File: config.mk
export PLATFORM = sky130hd
export DESIGN_NAME = rob_commit
export DESIGN_NICKNAME = d
export VERILOG_FILES = /design/src/rtl/rob_pkg.sv /design/src/rtl/rob_ptr_ctrl.sv /design/src/rtl/rob_status_table.sv /design/src/rtl/rob_commit.sv
export SDC_FILE = /design/constraint.sdc
export NUM_CORES = 2
export LEC_CHECK = 0
export BUFFER_PORTS_ARGS = -buffer_cell sky130_fd_sc_hd__buf_2
export CAP_MARGIN = 20
export CORE_MARGIN = 10
export CORE_UTILIZATION = 35
export DETAILED_ROUTE_END_ITERATION = 10
export PLACE_DENSITY = 0.59
export REMOVE_ABC_BUFFERS = 1
export SLEW_MARGIN = 20
export SYNTH_ARGS = -nofsm -noshare
export SYNTH_HDL_FRONTEND = slang
export SYNTH_SLANG_ARGS = --single-unit
File: constraint.sdc
create_clock -name clk -period 4.45 [get_ports clk]
set_input_delay 0.445 -clock clk [delete_from_list [all_inputs] [get_ports clk]]
set_output_delay 0.445 -clock clk [all_outputs]
set_load 0.005 [all_outputs]
File: src/rtl/rob_pkg.sv
package rob_pkg;
    typedef enum logic [1:0] {
        K_REG    = 2'd0,
        K_STORE  = 2'd1,
        K_BRANCH = 2'd2
    } op_kind_e;
endpackage

File: src/rtl/rob_ptr_ctrl.sv
module rob_ptr_ctrl #(
    parameter int DEPTH = 8,
    localparam int PTR_W = $clog2(DEPTH),
    localparam int CNT_W = $clog2(DEPTH + 1)
) (
    input  logic             clk,
    input  logic             rst_n,
    input  logic             alloc_i,
    input  logic             retire_i,
    input  logic             flush_i,
    output logic [PTR_W-1:0] head_o,
    output logic [PTR_W-1:0] tail_o,
    output logic             full_o
);
    typedef struct packed {
        logic [PTR_W-1:0] head;
        logic [PTR_W-1:0] tail;
        logic [CNT_W-1:0] count;
    } ptr_state_t;

    ptr_state_t st_d, st_q;

    function automatic logic [PTR_W-1:0] bump(input logic [PTR_W-1:0] p);
        return (p == PTR_W'(DEPTH - 1)) ? '0 : p + 1'b1;
    endfunction

    always_comb begin
        st_d = st_q;
        if (retire_i) st_d.head = bump(st_q.head);
        if (alloc_i)  st_d.tail = bump(st_q.tail);
        if (alloc_i && !retire_i)      st_d.count = st_q.count + CNT_W'(1);
        else if (!alloc_i && retire_i) st_d.count = st_q.count - CNT_W'(1);
        if (flush_i) st_d = '0;
    end

    always_ff @(posedge clk) begin
        if (!rst_n) st_q <= '0;
        else        st_q <= st_d;
    end

    assign head_o = st_q.head;
    assign tail_o = st_q.tail;
    assign full_o = (st_q.count == CNT_W'(DEPTH));

    p_count_bound_r3: assert property (@(posedge clk) disable iff (!rst_n)
        st_q.count <= CNT_W'(DEPTH));
    p_no_alloc_full_r3: assert property (@(posedge clk) disable iff (!rst_n)
        full_o |-> !alloc_i);
    p_tag_advance_r2: assert property (@(posedge clk) disable iff (!rst_n)
        (alloc_i && !flush_i) |=> tail_o == bump($past(tail_o)));
    p_flush_empties_r9: assert property (@(posedge clk) disable iff (!rst_n)
        flush_i |=> (st_q.count == '0 && tail_o == '0));
endmodule

File: src/rtl/rob_status_table.sv
module rob_status_table #(
    parameter int REG_W = 5,
    parameter int TAG_W = 3,
    localparam int NREGS = 1 << REG_W
) (
    input  logic             clk,
    input  logic             rst_n,
    input  logic             set_i,
    input  logic [REG_W-1:0] set_reg_i,
    input  logic [TAG_W-1:0] set_tag_i,
    input  logic             clr_i,
    input  logic [REG_W-1:0] clr_reg_i,
    input  logic [TAG_W-1:0] clr_tag_i,
    input  logic             flush_i,
    input  logic [REG_W-1:0] look_reg_i,
    output logic             look_valid_o,
    output logic [TAG_W-1:0] look_tag_o
);
    typedef struct packed {
        logic [NREGS-1:0]            valid;
        logic [NREGS-1:0][TAG_W-1:0] tag;
    } tbl_state_t;

    tbl_state_t st_d, st_q;

    always_comb begin
        st_d = st_q;
        if (clr_i && st_q.valid[clr_reg_i] && st_q.tag[clr_reg_i] == clr_tag_i)
            st_d.valid[clr_reg_i] = 1'b0;
        if (set_i) begin
            st_d.valid[set_reg_i] = 1'b1;
            st_d.tag[set_reg_i]   = set_tag_i;
        end
        if (flush_i) st_d.valid = '0;
    end

    always_ff @(posedge clk) begin
        if (!rst_n) st_q <= '0;
        else        st_q <= st_d;
    end

    assign look_valid_o = st_q.valid[look_reg_i];
    assign look_tag_o   = st_q.tag[look_reg_i];

    p_flush_clears_r9: assert property (@(posedge clk) disable iff (!rst_n)
        flush_i |=> $countones(st_q.valid) == 0);
    p_set_visible_r7: assert property (@(posedge clk) disable iff (!rst_n)
        (set_i && !flush_i) |=> st_q.valid[$past(set_reg_i)]);
endmodule

File: src/rtl/rob_commit.sv
module rob_commit #(
    parameter int DEPTH  = 8,
    parameter int REG_W  = 5,
    parameter int ADDR_W = 16,
    parameter int DATA_W = 32,
    localparam int TAG_W = $clog2(DEPTH)
) (
    input  logic              clk,
    input  logic              rst_n,
    input  logic              disp_valid,
    input  logic [1:0]        disp_kind,
    input  logic [ADDR_W-1:0] disp_dest,
    output logic              disp_ready,
    output logic [TAG_W-1:0]  disp_tag,
    input  logic              wb_valid,
    input  logic [TAG_W-1:0]  wb_tag,
    input  logic [DATA_W-1:0] wb_value,
    input  logic              wb_exc,
    input  logic              wb_mispred,
    input  logic [REG_W-1:0]  src_reg,
    output logic              src_pending,
    output logic [TAG_W-1:0]  src_tag,
    output logic              src_ready,
    output logic [DATA_W-1:0] src_value,
    output logic              rf_we,
    output logic [REG_W-1:0]  rf_waddr,
    output logic [DATA_W-1:0] rf_wdata,
    output logic              st_we,
    output logic [ADDR_W-1:0] st_addr,
    output logic [DATA_W-1:0] st_data,
    output logic              flush,
    output logic              exc_raise
);
    import rob_pkg::*;

    typedef struct packed {
        logic              busy;
        op_kind_e          kind;
        logic [ADDR_W-1:0] dest;
        logic [DATA_W-1:0] value;
        logic              ready;
        logic              exc;
        logic              mis;
    } slot_t;

    typedef struct packed {
        slot_t [DEPTH-1:0] slot;
    } buf_state_t;

    buf_state_t st_d, st_q;
    logic [TAG_W-1:0] head_ptr, tail_ptr;
    logic             full, head_done, alloc;
    slot_t            hd;
    op_kind_e         new_kind;

    assign new_kind  = op_kind_e'(disp_kind);
    assign hd        = st_q.slot[head_ptr];
    assign head_done = hd.busy && hd.ready;
    assign flush     = head_done && (hd.exc || (hd.kind == K_BRANCH && hd.mis));
    assign exc_raise = head_done && hd.exc;
    assign rf_we     = head_done && !hd.exc && hd.kind == K_REG;
    assign rf_waddr  = hd.dest[REG_W-1:0];
    assign rf_wdata  = hd.value;
    assign st_we     = head_done && !hd.exc && hd.kind == K_STORE;
    assign st_addr   = hd.dest;
    assign st_data   = hd.value;
    assign disp_ready = !full && !flush;
    assign alloc      = disp_valid && disp_ready;
    assign disp_tag   = tail_ptr;

    rob_ptr_ctrl #(.DEPTH(DEPTH)) u_ptr (
        .clk      (clk),
        .rst_n    (rst_n),
        .alloc_i  (alloc),
        .retire_i (head_done),
        .flush_i  (flush),
        .head_o   (head_ptr),
        .tail_o   (tail_ptr),
        .full_o   (full)
    );

    rob_status_table #(.REG_W(REG_W), .TAG_W(TAG_W)) u_tbl (
        .clk          (clk),
        .rst_n        (rst_n),
        .set_i        (alloc && new_kind == K_REG),
        .set_reg_i    (disp_dest[REG_W-1:0]),
        .set_tag_i    (tail_ptr),
        .clr_i        (head_done && hd.kind == K_REG),
        .clr_reg_i    (hd.dest[REG_W-1:0]),
        .clr_tag_i    (head_ptr),
        .flush_i      (flush),
        .look_reg_i   (src_reg),
        .look_valid_o (src_pending),
        .look_tag_o   (src_tag)
    );

    assign src_ready = src_pending && st_q.slot[src_tag].ready;
    assign src_value = src_ready ? st_q.slot[src_tag].value : '0;

    always_comb begin
        st_d = st_q;
        if (wb_valid && st_q.slot[wb_tag].busy) begin
            st_d.slot[wb_tag].ready = 1'b1;
            st_d.slot[wb_tag].value = wb_value;
            st_d.slot[wb_tag].exc   = wb_exc;
            st_d.slot[wb_tag].mis   = wb_mispred;
        end
        if (head_done) st_d.slot[head_ptr].busy = 1'b0;
        if (alloc) begin
            st_d.slot[tail_ptr].busy  = 1'b1;
            st_d.slot[tail_ptr].kind  = new_kind;
            st_d.slot[tail_ptr].dest  = disp_dest;
            st_d.slot[tail_ptr].value = '0;
            st_d.slot[tail_ptr].ready = 1'b0;
            st_d.slot[tail_ptr].exc   = 1'b0;
            st_d.slot[tail_ptr].mis   = 1'b0;
        end
        if (flush) begin
            for (int i = 0; i < DEPTH; i++) st_d.slot[i].busy = 1'b0;
        end
    end

    always_ff @(posedge clk) begin
        if (!rst_n) st_q <= '0;
        else        st_q <= st_d;
    end

    // one retirement action per cycle
    p_commit_onehot_r4: assert property (@(posedge clk) disable iff (!rst_n)
        $onehot0({rf_we, st_we, flush}));
    p_lookup_live_r7: assert property (@(posedge clk) disable iff (!rst_n)
        src_pending |-> st_q.slot[src_tag].busy);
    p_head_leaves_r4: assert property (@(posedge clk) disable iff (!rst_n)
        (head_done && !flush) |=> head_ptr != $past(head_ptr));
endmodule

Yosys cells after proc, flatten, opt, wreduce, memory -nomap -nowiden
Cells that the tools add are included.
- flip-flop bits (word level): 570
- bits of input ports: 64
- output and inout bits: 130
- logic and storage cells: 217
- add/subtract/negate cells: 4
- $lt $le $gt $ge: 12
- eq/ne operators: 6
- mux-type cells: 67
- bitwise gates (word level): 4
- reduce and logical (&&, ||, !) cells: 32
- operators with widths (kind ; count):
    bitwise mux 432 bit ; 12
    demux 54 bit (select 3 bit) ; 12
    two-way mux 432 bit ; 3
    binary-select mux 54 bit (select 3 bit) ; 3
    two-way mux 54 bit ; 4
    two-way mux 128 bit ; 1
    two-way mux 35 bit ; 3
    bitwise mux 96 bit ; 1
    two-way mux 32 bit ; 2
    two-way mux 53 bit ; 1
    two-way mux 51 bit ; 1
    bitwise AND 32 bit ; 1
    inverter 32 bit ; 1
    bitwise OR 32 bit ; 1
    binary-select mux 3 bit (select 5 bit) ; 2
    logical AND 1 bit ; 22
    two-way mux 3 bit ; 7
    < comparator 5 x 6 -> 1 bit (second input constant) ; 3
    < comparator 3 x 4 -> 1 bit (second input constant) ; 4
    demux 3 bit (select 5 bit) ; 1
    binary-select mux 1 bit (select 5 bit) ; 2
    demux 1 bit (select 5 bit) ; 2
    greater-or-equal comparator 5 x 1 -> 1 bit (second input constant) ; 2
    greater-or-equal comparator 3 x 1 -> 1 bit (second input constant) ; 3
    17 further kinds ; 31

Longest topological paths before layout
- word-level depth: 19
- mapped depth: 22
- gate-level depth less buffers: 16

Modules after synthesis
A second synthesis with hierarchy kept.
- cell total of the unflattened synthesis: 3203
- area, all modules: 28417.3 um2
- modules (own cells, without submodules) (module ; times used ; cells an instance ; area an instance (um2) ; sequential area each (um2)):
    rob_commit ; 1 ; 2352 ; 20490.9 ; 8648.3
    rob_status_table ; 1 ; 785 ; 7335.8 ; 2562.5
    rob_ptr_ctrl ; 1 ; 66 ; 590.6 ; 200.2

Worst setup path after synthesis
Ideal clock, no wire load.
- path type: in2out
- start point: input src_reg[0]
- end point: output src_value[22]
- arrival: 3.590 ns
- path slack: 0.415 ns
- stages on the path: 12
- buffers on the path: 5
- path through: clkbuf_1 buf_2 buf_1 mux4_2 mux4_2 mux2i_1 inv_1 clkbuf_1 clkbuf_1 nand2_1 nand3_1 a21oi_1
- longest elaborated chain between the ends: 6
- elaborated cells on any way between the ends: 8
- those cells by class: 7 x mux; 1 x reduce/logical
- RTL lines (element ; line ; RTL):
    start, declared ; rob_commit.sv:20 ; input logic [REG_W-1:0] src_reg,
    binary-select mux 3 bit (select 5 bit) ; rob_status_table.sv:43 ; assign look_tag_o = st_q.tag[look_reg_i];
    two-way mux 3 bit (not written as such) ; rob_status_table.sv:43 ;
    binary-select mux 54 bit (select 3 bit) ; rob_commit.sv:97, rob_commit.sv:98 ;
    two-way mux 35 bit (not written as such) ; rob_commit.sv:98 ; assign src_value = src_ready ? st_q.slot[src_tag].value : '0;
    logical AND 1 bit ; rob_commit.sv:97 ; assign src_ready = src_pending && st_q.slot[src_tag].ready;
    two-way mux 32 bit (*) ; rob_commit.sv:98 ;
    end, declared ; rob_commit.sv:24 ; output logic [DATA_W-1:0] src_value,
Mark *: on every way between the ends. The rest lies on a longest branch, timed or not. The select of a mux whose other input is x is not followed.

Worst setup path in the final report
- start point: register u_ptr.st_q, in the netlist u_ptr.head_o[0]
- end point: register u_tbl.st_q[105] (netlist name)
- longest elaborated chain between the ends: 11
- elaborated cells on any way between the ends: 31
- those cells by class: 2 x order compare; 2 x eq/ne; 10 x mux; 3 x bitwise; 14 x reduce/logical
- RTL lines (element ; line ; RTL):
    start, declared ; rob_ptr_ctrl.sv:21 ; ptr_state_t st_d, st_q;
    start signal, assigned ; rob_ptr_ctrl.sv:38 ; else st_q <= st_d;
    binary-select mux 54 bit (select 3 bit) ; rob_commit.sv:57 ; assign hd = st_q.slot[head_ptr];
    two-way mux 54 bit (not written as such) ; rob_commit.sv:57 ;
    < comparator 5 x 6 -> 1 bit (not written as such) (tied with other cells) ; rob_status_table.sv:29 ; st_d.valid[clr_reg_i] = 1'b0;
    logical AND 1 bit, on equally long branches ; rob_status_table.sv:29, rob_commit.sv:59 ;
    two-way mux 1 bit (not written as such) or logical OR 1 bit (tied branches) ; rob_status_table.sv:29, rob_commit.sv:59 ;
    demux 1 bit (select 5 bit) or logical AND 1 bit (tied branches) ; - ;
    inverter 32 bit (no line) or logical NOT 1 bit (tied branches) ; - ;
    bitwise AND 32 bit (no line) or logical AND 1 bit (tied branches) ; - ;
    two-way mux 32 bit or logical AND 1 bit (tied branches) ; rob_status_table.sv:28, rob_commit.sv:68 ;
    bitwise OR 32 bit (no line) or logical AND 1 bit (tied branches) ; - ;
    two-way mux 128 bit ; rob_status_table.sv:30 ; if (set_i) begin
    end signal, assigned ; rob_status_table.sv:39 ; else st_q <= st_d;
    end, declared ; rob_status_table.sv:24 ; tbl_state_t st_d, st_q;
Several ways; a longest one is shown, not always the timed one. The select of a mux whose other input is x is not followed.
A chain may end at the register's enable or synchronous reset.

==> results.md <==
- VDD IR max: 0.215 mV
- Initial antenna violation count: 8
- Hold WC Path Type: in -> reg
- H-tree depth: 3
- Int Power: 9.02 mW
- Vias: 27,400
- Setup CP Type: reg -> reg
- GRT Overall Usage: 22.3%
- Nets: 3,743
- Fin crit period: 4.22 ns
- Post-synth cell types: 75
- Total core area: 82,000 µm²
- Synth-to-Final Area Change: 14.4%
- Cells along the critical path: mux2i_1, mux4_2, clkinv_2, buf_12, mux2i_1, a32oi_1, nor2_1, nor3_1, nand3_1, xnor2_1, or4_1, o221a_1
- Max-cap violations: 0
- CP Buf/Inv Count: 2
- Cell count after synthesis: 3,679
- Layout cell share with drive strength beyond 1: 15.3%
- Mapped cell area: 28,900 µm²
- Number of global-route vias before repair: 25,800
- CTS Sinks: 570
- Worst path top cell family by delay: simple AND/OR/NAND/NOR gates
- YS warnings: 0
- LEAKAGE: 12.1 nW
- Root buf cell: clkbuf_16
- Initial DRC count: 2,945
- Post-synthesis cell type with the largest combined area: dfxtp_1
- Final instance area: 33,000 µm²
- Most frequent cells in the layout: nand2_1, dfxtp_1, a21oi_1, a21boi_0, buf_2
- Port Buffers: 193
- Actual slew at the worst max-slew pin: 1.11 ns
- Post_cts resized: 0
- CP max FO: 29
- Crit path DAT: 4.72 ns
- TritonCTS Buffers: 67
- DRC: 0
- Post-synthesis sequential area ratio: 39.5%
- CTS tree: done
- Fin. max-slew vios: 0
- Worst Clk Skew: 0.0379 ns
- Non-filler instance count after layout: 4,793
- Post-synth EDFFs: 0
- Leading cell type in the layout, fill and taps excluded: nand2_1
- Post-Place Cell Area: 30,700 µm²
- Number of routed nets with antenna violations: 0
- DIE HEIGHT: 307 µm
- Fin crit share: 94.9%
- Row cnt: 105
- Flop pwr share: 43.3%
- Share of flip-flops with an asynchronous set or reset: 0%
- Max incr delay on CP: 0.90 ns
- DR WL/cell: 22.9 µm
- Setup Viol. Count Final: 0
- Fmax: 237 MHz
- Clk buf depth: 3
- Fillers: 8,347
- CP most frequent cell: mux2i_1
- CTS hold repair buffers: 0
- First-pass GRT wire length: 165,000 µm
- Chip width: 307 µm
- Post-DP HPWL: 65,700 µm
- Largest net degree at the start of global routing: 143
- R2R Setup Slk: 0.23 ns
- Yosys top cell area share: 39.5%
- Placed instance count: 4,671
- Grt ovf: 0
- Slew margin rel.: 25.5%
- Worst path required time: 4.95 ns
- Drt first pass iters: 6
- Clock power share: 47.6%
- Slowest-stage cell, CP: or4_1
- Sw Ratio: 25.9%
- Mean Syn Cell Area: 7.85 µm²
- CP Capture Type: flip-flop
- Overall power: 12.2 mW
- Vias per cell: 5.71
- Routability cong.: 0.899
- Worst-skew pair later-pin latency: 0.62 ns
- Top FF cell, synth: dfxtp_1
- WHS: 0.141 ns
- Post-synthesis register bit count: 570
- Clock Pin Slew Worst Setup and Hold Paths: 0.06 ns
- CP startpoint kind: flip-flop
- Final Hold Viols: 0
- Combinational Power Share: 9.1%
- Initial Utilization: 35.2%
- Status: complete, no violations
- Pwr Density: 368 nW/µm²
- Top cells by area, synth: dfxtp_1, nand2_1, a21oi_1, a21boi_0, mux2i_1
- Die Area: 94,400 µm²
- RSZ-0062 raised after global routing: no
- Io pins: 194
- Post-CTS Repair Setup Buffers: 0
- Switching pwr: 3.15 mW
- Routed WL: 110,000 µm
## kinds of logic (layout without fill, tap and decap cells)
family,after synthesis,count (layout),synth area share [%]
AND/OR/NAND/NOR,1521,1521,21.9
AO/OA/AOI/OAI,938,938,20.9
flip-flops,570,570,39.5
buffers and inverters,402,445,6.36
multiplexers,235,235,10.8
adder cells (fa/ha/maj),8,8,0.372
XOR/XNOR,5,5,0.152
other,0,1,0
## state kept, by name, summed over array words and instances (netlist names)
name	cells
u_ptr.st_q	4
u_ptr.tail_o	3
st_q	432
u_ptr.head_o	3
u_tbl.st_q	128
## worst reg2reg max path, delay by kind of cell, from the launching register on
family                 cells  cell delay [ns]
buffers and inverters      2             0.45
AO/OA/AOI/OAI              2             0.55
XOR/XNOR                   1             0.21
flip-flops                 1             0.66
multiplexers               3             0.85
AND/OR/NAND/NOR            4             1.39
## metal layers
layer	vias up	routed length, µm	global-route usage, %
met4	10	3920	8.22
li1	12600	-	-
met3	253	10900	4.81
met1	13100	46500	29.8
met2	1375	48500	34.7
met5	-	66	0
## per-stage QoR
| stage | setup TNS, ns | utilization, % | setup slack [ns] |
|---|---|---|---|
| after floorplan | -857.53 | - | -8.60 |
| after global placement | 0 | 37.4 | 0.305 |
| after detailed placement | 0 | 37.4 | 0.266 |
| after CTS | 0 | 40.3 | 0.244 |
| after global routing | 0 | 40.3 | 0.0480 |
| final | 0 | 40.3 | 0.229 |
## synth_stat cells, types with 58 or more instances
library cell,n
nor2_1,89
mux2i_1,161
nand2_1,1191
a21boi_0,219
clkbuf_1,217
a22oi_1,175
dfxtp_1,570
a21oi_1,340
buf_2,63
nand4_1,66
mux4_2,58
o21ai_0,112
nand3_1,84
## worst paths after layout
path | cells past startpoint | from | to
worst max-delay path | 12 | u_ptr.head_o[0]$_SDFFE_PP0N_ | u_tbl.st_q[105]$_SDFF_PP0_
worst min-delay path | 3 | wb_value[17] | st_q[128]$_SDFF_PN0_
worst max register to register | 12 | u_ptr.head_o[0]$_SDFFE_PP0N_ | u_tbl.st_q[105]$_SDFF_PP0_
worst min register to register | 2 | st_q[91]$_SDFFE_PN0P_ | st_q[91]$_SDFFE_PN0P_
## power by group through the flow
stage	logic (mW)	registers [mW]	clock network, mW
4_1_cts	1.10	5.27	5.87
6_report	1.11	5.27	5.79
2_1_floorplan	0.545	5.36	0
5_1_grt	1.19	5.28	6.06
3_3_place_gp	1.10	5.38	0
3_5_place_dp	1.10	5.38	0
## cell type report
class                      count  area, µm²  area share (%)
inverter                      18       68.8           0.208
timing repair buffer         307       2070            6.27
antenna                        1       2.50         0.00757
tap                         1070       1340            4.05
sequential                   570      11400            34.6
multi-input combinational   2707      15800            47.9
clock inverter                19        308           0.932
clock buffer                 101       2000            6.07
No activity file was read; power rests on OpenSTA's default activity.
